==> src/rtl/psr_save_pkg.sv <==
package psr_save_pkg;
  localparam int WORD_W = 32;
  localparam int REG_W  = 64;
  localparam int MODE_W = 5;
  localparam int J_BIT  = 24;
  localparam int E_BIT  = 9;
  localparam int EL_W   = 2;
  localparam int SYN_W  = 6;
  localparam int N_LEGAL = 7;

  typedef enum logic [1:0] {
    ACC_DONE  = 2'd0,
    ACC_UNDEF = 2'd1,
    ACC_TRAP  = 2'd2,
    ACC_MISS  = 2'd3
  } acc_status_e;

  localparam logic [MODE_W-1:0] LEGAL_MODES [N_LEGAL] = '{
    5'h10, 5'h11, 5'h12, 5'h13, 5'h17, 5'h1B, 5'h1F
  };

  function automatic logic mode_is_legal(input logic [MODE_W-1:0] m);
    logic hit;
    hit = 1'b0;
    for (int k = 0; k < N_LEGAL; k++) begin
      if (m == LEGAL_MODES[k]) hit = 1'b1;
    end
    return hit;
  endfunction

  function automatic logic [WORD_W-1:0] shape_word(input logic [WORD_W-1:0] w,
                                                   input logic be_absent,
                                                   input logic le_absent);
    logic [WORD_W-1:0] r;
    r = w;
    r[J_BIT] = 1'b0;
    if (le_absent)      r[E_BIT] = 1'b1;
    else if (be_absent) r[E_BIT] = 1'b0;
    return r;
  endfunction
endpackage

==> src/rtl/psr_field_store.sv <==
module psr_field_store
  import psr_save_pkg::*;
#(
  parameter int W = WORD_W
) (
  input  logic         clk,
  input  logic         rst_n,
  input  logic         cap_en,
  input  logic [W-1:0] cap_word,
  input  logic         wr_en,
  input  logic [W-1:0] wr_word,
  output logic [W-1:0] q
);
  always_ff @(posedge clk or negedge rst_n) begin
    if (!rst_n)      q <= '0;
    else if (cap_en) q <= cap_word;
    else if (wr_en)  q <= wr_word;
  end
endmodule

==> src/rtl/psr_access_gate.sv <==
module psr_access_gate
  import psr_save_pkg::*;
#(
  parameter logic [1:0]       ENC_OP0 = 2'b11,
  parameter logic [2:0]       ENC_OP1 = 3'b100,
  parameter logic [3:0]       ENC_CRN = 4'b0100,
  parameter logic [3:0]       ENC_CRM = 4'b0011,
  parameter logic [2:0]       ENC_OP2 = 3'b011,
  parameter logic [SYN_W-1:0] TRAP_CLASS = 6'h18,
  parameter logic [EL_W-1:0]  TRAP_LEVEL = 2'd2
) (
  input  logic [EL_W-1:0]  el,
  input  logic             trap_ctl,
  input  logic [1:0]       op0,
  input  logic [2:0]       op1,
  input  logic [3:0]       crn,
  input  logic [3:0]       crm,
  input  logic [2:0]       op2,
  output acc_status_e      status,
  output logic [SYN_W-1:0] syndrome,
  output logic [EL_W-1:0]  target_el
);
  logic enc_hit;
  assign enc_hit = (op0 == ENC_OP0) && (op1 == ENC_OP1) && (crn == ENC_CRN) &&
                   (crm == ENC_CRM) && (op2 == ENC_OP2);

  always_comb begin
    syndrome  = '0;
    target_el = '0;
    if (!enc_hit) begin
      status = ACC_MISS;
    end else begin
      case (el)
        2'd0: status = ACC_UNDEF;
        2'd1: begin
          if (trap_ctl) begin
            status    = ACC_TRAP;
            syndrome  = TRAP_CLASS;
            target_el = TRAP_LEVEL;
          end else begin
            status = ACC_UNDEF;
          end
        end
        default: status = ACC_DONE;
      endcase
    end
  end
endmodule

==> src/rtl/psr_restore_unit.sv <==
module psr_restore_unit
  import psr_save_pkg::*;
#(
  parameter int W = WORD_W
) (
  input  logic         clk,
  input  logic         rst_n,
  input  logic         ret_illegal,
  input  logic [W-1:0] saved_word,
  output logic         rest_valid,
  output logic [W-1:0] rest_state,
  output logic         rest_bad_mode
);
  always_ff @(posedge clk or negedge rst_n) begin
    if (!rst_n) begin
      rest_valid    <= 1'b0;
      rest_state    <= '0;
      rest_bad_mode <= 1'b0;
    end else begin
      rest_valid <= ret_illegal;
      if (ret_illegal) begin
        rest_state    <= saved_word;
        rest_bad_mode <= !mode_is_legal(saved_word[MODE_W-1:0]);
      end
    end
  end
endmodule

==> src/rtl/banked_psr_save.sv <==
module banked_psr_save
  import psr_save_pkg::*;
#(
  parameter logic [SYN_W-1:0] TRAP_CLASS = 6'h18,
  parameter logic [EL_W-1:0]  TRAP_LEVEL = 2'd2
) (
  input  logic              clk,
  input  logic              rst_n,
  input  logic              cfg_be_absent,
  input  logic              cfg_le_absent,
  input  logic              exc_take,
  input  logic [WORD_W-1:0] cur_state,
  input  logic              ret_illegal,
  output logic              rest_valid,
  output logic [WORD_W-1:0] rest_state,
  output logic              rest_bad_mode,
  input  logic              acc_valid,
  output logic              acc_ready,
  input  logic              acc_write,
  input  logic [EL_W-1:0]   acc_el,
  input  logic              acc_trap_ctl,
  input  logic [1:0]        acc_op0,
  input  logic [2:0]        acc_op1,
  input  logic [3:0]        acc_crn,
  input  logic [3:0]        acc_crm,
  input  logic [2:0]        acc_op2,
  input  logic [REG_W-1:0]  acc_wdata,
  output logic              rsp_valid,
  input  logic              rsp_ready,
  output logic [1:0]        rsp_status,
  output logic [REG_W-1:0]  rsp_rdata,
  output logic [SYN_W-1:0]  rsp_syndrome,
  output logic [EL_W-1:0]   rsp_target_el
);
  localparam int PAD_W = REG_W - WORD_W;

  logic [WORD_W-1:0] stored;
  logic [WORD_W-1:0] view;
  acc_status_e       dec_status;
  logic [SYN_W-1:0]  dec_syn;
  logic [EL_W-1:0]   dec_tel;
  logic              accept;
  logic              wr_go;

  assign view      = shape_word(stored, cfg_be_absent, cfg_le_absent);
  assign acc_ready = !rsp_valid || rsp_ready;
  assign accept    = acc_valid && acc_ready;
  assign wr_go     = accept && acc_write && (dec_status == ACC_DONE);

  psr_access_gate #(
    .TRAP_CLASS(TRAP_CLASS),
    .TRAP_LEVEL(TRAP_LEVEL)
  ) u_gate (
    .el(acc_el), .trap_ctl(acc_trap_ctl),
    .op0(acc_op0), .op1(acc_op1), .crn(acc_crn), .crm(acc_crm), .op2(acc_op2),
    .status(dec_status), .syndrome(dec_syn), .target_el(dec_tel)
  );

  psr_field_store #(.W(WORD_W)) u_store (
    .clk(clk), .rst_n(rst_n),
    .cap_en(exc_take),
    .cap_word(shape_word(cur_state, cfg_be_absent, cfg_le_absent)),
    .wr_en(wr_go),
    .wr_word(shape_word(acc_wdata[WORD_W-1:0], cfg_be_absent, cfg_le_absent)),
    .q(stored)
  );

  psr_restore_unit #(.W(WORD_W)) u_rest (
    .clk(clk), .rst_n(rst_n),
    .ret_illegal(ret_illegal), .saved_word(view),
    .rest_valid(rest_valid), .rest_state(rest_state), .rest_bad_mode(rest_bad_mode)
  );

  always_ff @(posedge clk or negedge rst_n) begin
    if (!rst_n) begin
      rsp_valid     <= 1'b0;
      rsp_status    <= '0;
      rsp_rdata     <= '0;
      rsp_syndrome  <= '0;
      rsp_target_el <= '0;
    end else if (accept) begin
      rsp_valid     <= 1'b1;
      rsp_status    <= dec_status;
      rsp_syndrome  <= dec_syn;
      rsp_target_el <= dec_tel;
      if (!acc_write && dec_status == ACC_DONE) rsp_rdata <= {{PAD_W{1'b0}}, view};
      else                                      rsp_rdata <= '0;
    end else if (rsp_ready) begin
      rsp_valid <= 1'b0;
    end
  end
endmodule

==> config.mk <==
export PLATFORM = sky130hd
export DESIGN_NAME = banked_psr_save
export DESIGN_NICKNAME = d
export VERILOG_FILES = /design/src/rtl/psr_save_pkg.sv /design/src/rtl/psr_field_store.sv /design/src/rtl/psr_access_gate.sv /design/src/rtl/psr_restore_unit.sv /design/src/rtl/banked_psr_save.sv
export SDC_FILE = /design/constraint.sdc
export NUM_CORES = 1
export LEC_CHECK = 0
export CORE_MARGIN = 2
export CORE_UTILIZATION = 41
export CTS_CLUSTER_SIZE = 24
export DETAILED_ROUTE_END_ITERATION = 8
export PLACE_DENSITY = 0.83
export SLEW_MARGIN = 20
export SYNTH_ARGS = -nofsm -noshare
export SYNTH_HDL_FRONTEND = slang
export SYNTH_HIERARCHICAL = 1
export SYNTH_SLANG_ARGS = --single-unit
==> constraint.sdc <==
create_clock -name clk -period 2.4 [get_ports clk]
set_input_delay 0.36 -clock clk [delete_from_list [all_inputs] [get_ports clk]]
set_output_delay 0.36 -clock clk [all_outputs]
set_load 0.01 [all_outputs]
==> flow_summary_export.csv, run 1 <==
group,metric,value,unit
die,die-height,113.0,um
power_and_ir_drop,p_seq_frac,0.479,
finish,fin_cells,677,
sta,tightestPinTransition,632.9,ps
routing,met2_length,5.996,mm
placed_design,placedCellCount,654,
finish,syn_to_final_growth,41.36,%
clock_tree,cts-root-buf,"clkbuf_16",
critical_path,cp.arrival,2490,ps
job,maxCapViolCount,0,
critical_path,critPathTopFamily,"simple AND/OR/NAND/NOR gates",
critical_path,crit_chain,"clkdlybuf4s50_1, nand4b_1, nor4_4, o21ai_2, nor4b_4, buf_6, buf_12, mux2i_4, o21ai_2",
sta,rsz0062_at_grt,"false",
routing,remaining_drc_errors,11,
grt,first_global_vias,3566,
critical_path,end_kind,"register",
routing,top_layer,"met4",
power_and_ir_drop,total_power,4.245,mW
logic_synthesis,yosysWarnings,6,
critical_path,critPathBufInv,3,
power_and_ir_drop,clkPwrFrac,0.351,
clock_tree,cts.sinks,107,
finish,drive_above_1_share,0.1536,
finish,final_nets,653,
finish,n_fill_cell,906,
finish,antenna_cells,0,
placed_design,detailed_place.area,6410,um2
clock_tree,cts_buffers,9,
power_and_ir_drop,swShare,0.2429,
routing,wl,11.92,mm
placed_design,place_hpwl,8.026,mm
routing,drtAntennaViolNets,0,
placed_design,place_congestion,0.7292,
routing,wl_met3,751,um
power_and_ir_drop,p_comb_frac,0.170,
sta,tns,0,ps
sta,slew_violations,0,
critical_path,startpoint_type,"input pin",
power_and_ir_drop,p_int,3.214,mW
routing,routedWlPerCell,17.61,um
routing,met1_length,5.033,mm
clock_tree,clockBufferDepth,2,
routing,via_count,3344,
sta,fin_crit_sh,0.9535,
die,core_area,11520,um2
power_and_ir_drop,switching_power,1.031,mW
power_and_ir_drop,leakage,3.043,nW
grt,antenna_found_initial,0,
finish,mostFrequentLayoutCells,"clkdlybuf4s50_1 (158), dfrtp_1 (107), conb_1 (39)",
die,initial_utilization,0.4230,
sta,hold_viol,0,
critical_path,path_class,"in -> reg",
sta,fmax,437.0,MHz
grt,grt_max_degree,63,
critical_path,crit_fanout,8,
die,rows,39,
grt,grt_overflow_total,0,
routing,drtIter0Drc,181,
finish,layout.cells.most_common,"clkdlybuf4s50_1",
clock_tree,cts_tree,"built",
routing,viasPerCell,4.939,
logic_synthesis,avgSynthCellArea,13.49,um2
die,dieArea,12770,um2
status,violations,"design-rule violations",
critical_path,slowest_stage,"clkdlybuf4s50_1",
grt,grt_usage,0.1873,
critical_path,critPathMaxStageDelay,460,ps
clock_tree,clock_latency,330,ps
clock_tree,htreeDepth,3,
status,status,"finished with violations",
finish,stdcell_area,6885,um2
hold_path,hold_class,"in -> reg",
routing,first_pass_iters,6,
power_and_ir_drop,vdd_ir_drop_max,457.1,uV
clock_tree,clk_pin_slew,70,ps
sta,period_needed,2288,ps
sta,slew_headroom,0.5781,
critical_path,cp_common_cell,"o21ai_2",
sta,skew,7.631,ps
die,die_w,113.0,um
sta,setup_violations,0,
power_and_ir_drop,p_per_area,616.6,nW/um2
logic_synthesis,syn_area,4871,um2
grt,grt_pass1_wl,18.67,mm
placed_design,io_buffers,166,
critical_path,required,2600,ps
logic_synthesis,netlist_instances,361,
die,pin_count,234,
## worst reg2reg max path, cell delays in order, from the launching register on
cell	delay, ps
dfrtp_1	420
nand2b_4	100
nand2_2	80
nor4b_4	320
buf_6	180
buf_12	150
mux2i_4	250
o21ai_2	60
## layout make-up
class | instances | area, um2 | area share
Timing Repair Buffer | 183 | 1887 | 0.2740
Inverter | 2 | 7.507 | 0.001090
Tap cell | 143 | 178.9 | 0.02599
Clock buffer | 11 | 242.7 | 0.03525
Sequential cell | 107 | 2678 | 0.3889
Multi-Input combinational cell | 226 | 1831 | 0.2659
Clock inverter | 5 | 61.31 | 0.008904
## final timing paths
check,startpoint,endpoint,slack (ps),cells after the start
worst max-delay path,acc_op2[1],u_store/q[6],110,9
worst min-delay path,ret_illegal,u_rest/rest_valid,390,1
worst max register to register,rsp_valid,u_store/q[6],710,7
worst min register to register,rsp_syndrome[0],rsp_syndrome[0],500,1
max in group asynchronous,rst_n,rsp_rdata[11],1190,3
min in group asynchronous,rst_n,u_store/q[25],550,2
## through the flow
stage | hold slack [ps] | util | setup slack, ps
2_1_floorplan | 64.41 | - | 19.04
3_3_place_gp | 350.4 | 0.5566 | -545.2
3_5_place_dp | 358.9 | 0.5566 | -661.4
4_1_cts | 387.3 | 0.5943 | -7.307
5_1_grt | 392.0 | 0.5979 | 11.11
6_report | 390.7 | 0.5979 | 111.5
## routing by layer
| metal | vias up | track usage |
|---|---|---|
| met2 | 141 | 0.3333 |
| met1 | 1667 | 0.2338 |
| met4 | 0 | 0.04553 |
| met3 | 12 | 0.04071 |
| met5 | - | 0 |
| li1 | 1524 | - |
## what timing repair did
item                       in CTS  in global routing
buffers inserted                3                  0
setup endpoints to repair      62                 62
resized for setup              12                 10
gates cloned                    2                  1
hold endpoints to repair       23                  0
hold buffers                    1                  0
pin swaps                       4                  3
## power by group through the flow
| stage | clock, mW | combinational [mW] | sequential, mW |
|---|---|---|---|
| after floorplan | 0 | 0.316 | 2.09 |
| after global placement | 0 | 0.700 | 2.06 |
| after detailed placement | 0 | 0.720 | 2.07 |
| after CTS | 1.53 | 0.728 | 2.04 |
| after global routing | 1.61 | 0.772 | 2.05 |
| final | 1.49 | 0.720 | 2.03 |
## state kept, by name, indices dropped and copies added (netlist names)
signal and count:
rsp_target_el 2, rsp_rdata 31, rsp_valid 1, u_store/q 31
u_rest/rest_state 32, u_rest/rest_bad_mode 1, rsp_status 2, rsp_syndrome 6
u_rest/rest_valid 1
No activity file was read; power rests on OpenSTA's default activity.
==> run 2, diff against run 1 <==
CELL_PAD_IN_SITES_DETAIL_PLACEMENT = 0   (was unset)
CELL_PAD_IN_SITES_GLOBAL_PLACEMENT = 1   (was unset)
CORE_UTILIZATION = 32   (was 41)
MAX_ROUTING_LAYER = met4   (was unset)
PLACE_DENSITY = 0.85   (was 0.83)
SLEW_MARGIN = unset   (was 20)
==> run 2 against run 1 <==
The flow now finishes without violations. Highest routed layer unchanged. Non-clock buffer count unchanged. Sequential power is essentially flat. Hold slack lost 350 ps. Cell count rose by 6.6%. Critical path type unchanged. Largest cell class unchanged.
==> flow_summary_export.csv, run 2 (same netlist as run 1, synthesis figures left out) <==
group,metric,value,unit
clock_tree,cts-root-buf,"clkbuf_16",
die,rows,45,
finish,drive_above_1_share,0.1536,
die,pin_count,234,
sta,skew,8.673,ps
hold_path,hold_class,"in -> async",
finish,mostFrequentLayoutCells,"clkdlybuf4s50_1 (159), dfrtp_1 (107), conb_1 (39)",
status,status,"finished clean",
finish,top_register,"u_rest/rest_state",
critical_path,end_kind,"register",
routing,via_count,3324,
clock_tree,cts.sinks,107,
grt,antenna_found_initial,0,
routing,drtAntennaViolNets,0,
finish,syn_to_final_growth,42.74,%
die,core_area,15030,um2
power_and_ir_drop,p_per_area,623.0,nW/um2
clock_tree,clockBufferDepth,2,
placed_design,place_hpwl,8.417,mm
die,die-height,127.4,um
routing,remaining_drc_errors,0,
power_and_ir_drop,total_power,4.332,mW
routing,wl,12.30,mm
die,initial_utilization,0.3240,
sta,slew_headroom,0.5475,
sta,fin_crit_sh,0.9395,
job,maxCapViolCount,0,
clock_tree,cts_buffers,9,
critical_path,cp.arrival,2490,ps
sta,setup_violations,0,
power_and_ir_drop,leakage,3.039,nW
critical_path,required,2630,ps
grt,grt_pass1_wl,19.34,mm
sta,slew_violations,0,
clock_tree,cts_tree,"built",
finish,reg_top3,"u_rest/rest_state x32, rsp_rdata x31, u_store/q x31",
finish,layout.cells.most_common,"clkdlybuf4s50_1",
placed_design,place_congestion,0.7355,
placed_design,detailed_place.area,6499,um2
sta,tightestPinTransition,678.8,ps
grt,first_global_vias,3431,
clock_tree,hold_buffers,0,
routing,first_pass_iters,4,
placed_design,io_buffers,166,
critical_path,startpoint_type,"input pin",
routing,viasPerCell,4.604,
clock_tree,clock_latency,360,ps
die,die_w,127.4,um
clock_tree,clk_pin_slew,70,ps
critical_path,crit_fanout,6,
grt,grt_overflow_total,0,
sta,hold_viol,0,
grt,grt_usage,0.1608,
sta,tns,0,ps
sta,fmax,443.5,MHz
clock_tree,htreeDepth,3,
routing,routedWlPerCell,17.04,um
routing,drtIter0Drc,148,
finish,largest_register_ffs,32,
grt,grt_max_degree,52,
sta,period_needed,2255,ps
critical_path,ff2ff_path_depth,8,
sta,rsz0062_at_grt,"false",
finish,final_nets,653,
finish,stdcell_area,6953,um2
die,dieArea,16220,um2
power_and_ir_drop,vdd_ir_drop_max,292.0,uV
finish,antenna_cells,0,
critical_path,path_class,"in -> reg",
run 2: cell types whose count changed in the layout (fill, tap and decap cells not counted), sizes merged:
| cell | previous run | this run |
|---|---|---|
| clkdlybuf4s50 | 158 | 159 |
| inv | 3 | 7 |
| dlymetal6s2s | 4 | 0 |
| buf | 18 | 20 |
| clkinvlp | 3 | 0 |
| dlygate4sd3 | 1 | 0 |
| clkdlybuf4s15 | 0 | 1 |
run 2: cell type report:
| class | count | area, um2 |
|---|---|---|
| Clock inverter | 6 | 76.32 |
| Tap cell | 188 | 235.2 |
| Timing Repair Buffer | 183 | 1913 |
| Sequential cell | 107 | 2678 |
| Multi-Input combinational cell | 226 | 1804 |
| Clock buffer | 10 | 239.0 |
| Fill cell | 1340 | 8080 |
| Inverter | 2 | 7.507 |
run 2: per-layer routing:
metal,routed length (um),global-route usage,vias up
met5,0,-,-
met4,213,0.06464,0
met3,662,0.02806,14
met2,6039,0.2630,129
met1,5387,0.1987,1647
li1,-,-,1534
run 2: report_power, final:
part | switching (mW) | leakage, nW | internal (mW) | total (mW)
logic | 0.285 | 1.53 | 0.432 | 0.716
registers | 0.0982 | 1.35 | 1.94 | 2.04
clock network | 0.719 | 0.156 | 0.861 | 1.58
total | 1.10 | 3.04 | 3.23 | 4.33
run 2: critical path, stage by stage:
cell             delay (ps)
clkdlybuf4s15_1         170
or4b_4                  470
nor4_4                  370
o21ai_2                 130
nor4b_4                 290
buf_6                   170
buf_12                  120
buf_16                  120
mux2i_1                 180
o21ai_1                  90
run 2: final timing paths:
kind                                         endpoint            start  slack [ps]
worst min register to register        rsp_syndrome[1]  rsp_syndrome[1]         490
min in group clk                         u_store/q[0]         exc_take         390
worst min-delay path            u_rest/rest_state[29]            rst_n          40
worst max register to register          u_store/q[17]        rsp_valid         740
max in group asynchronous        u_rest/rest_state[2]            rst_n        1650
worst max-delay path                    u_store/q[17]       acc_crm[1]         150
run 2: through the flow:
step	hold slack [ps]	instances	util	worst slack, ps
finish	42.89	722	0.4625	145.1
CTS	63.70	721	0.4618	39.49
floorplan	64.41	398	-	19.04
detailed placement	449.3	700	0.4323	-677.8
global placement	437.2	700	0.4323	-587.9
global route	91.05	722	0.4625	8.088
run 2: repair_timing:
action                                 CTS  global route
setup buffers                            2             1
pin swaps                                4             4
endpoints found under the hold margin    0             0
setup endpoints to repair               62            19
resized for setup                       14             7
gates cloned                             3             0
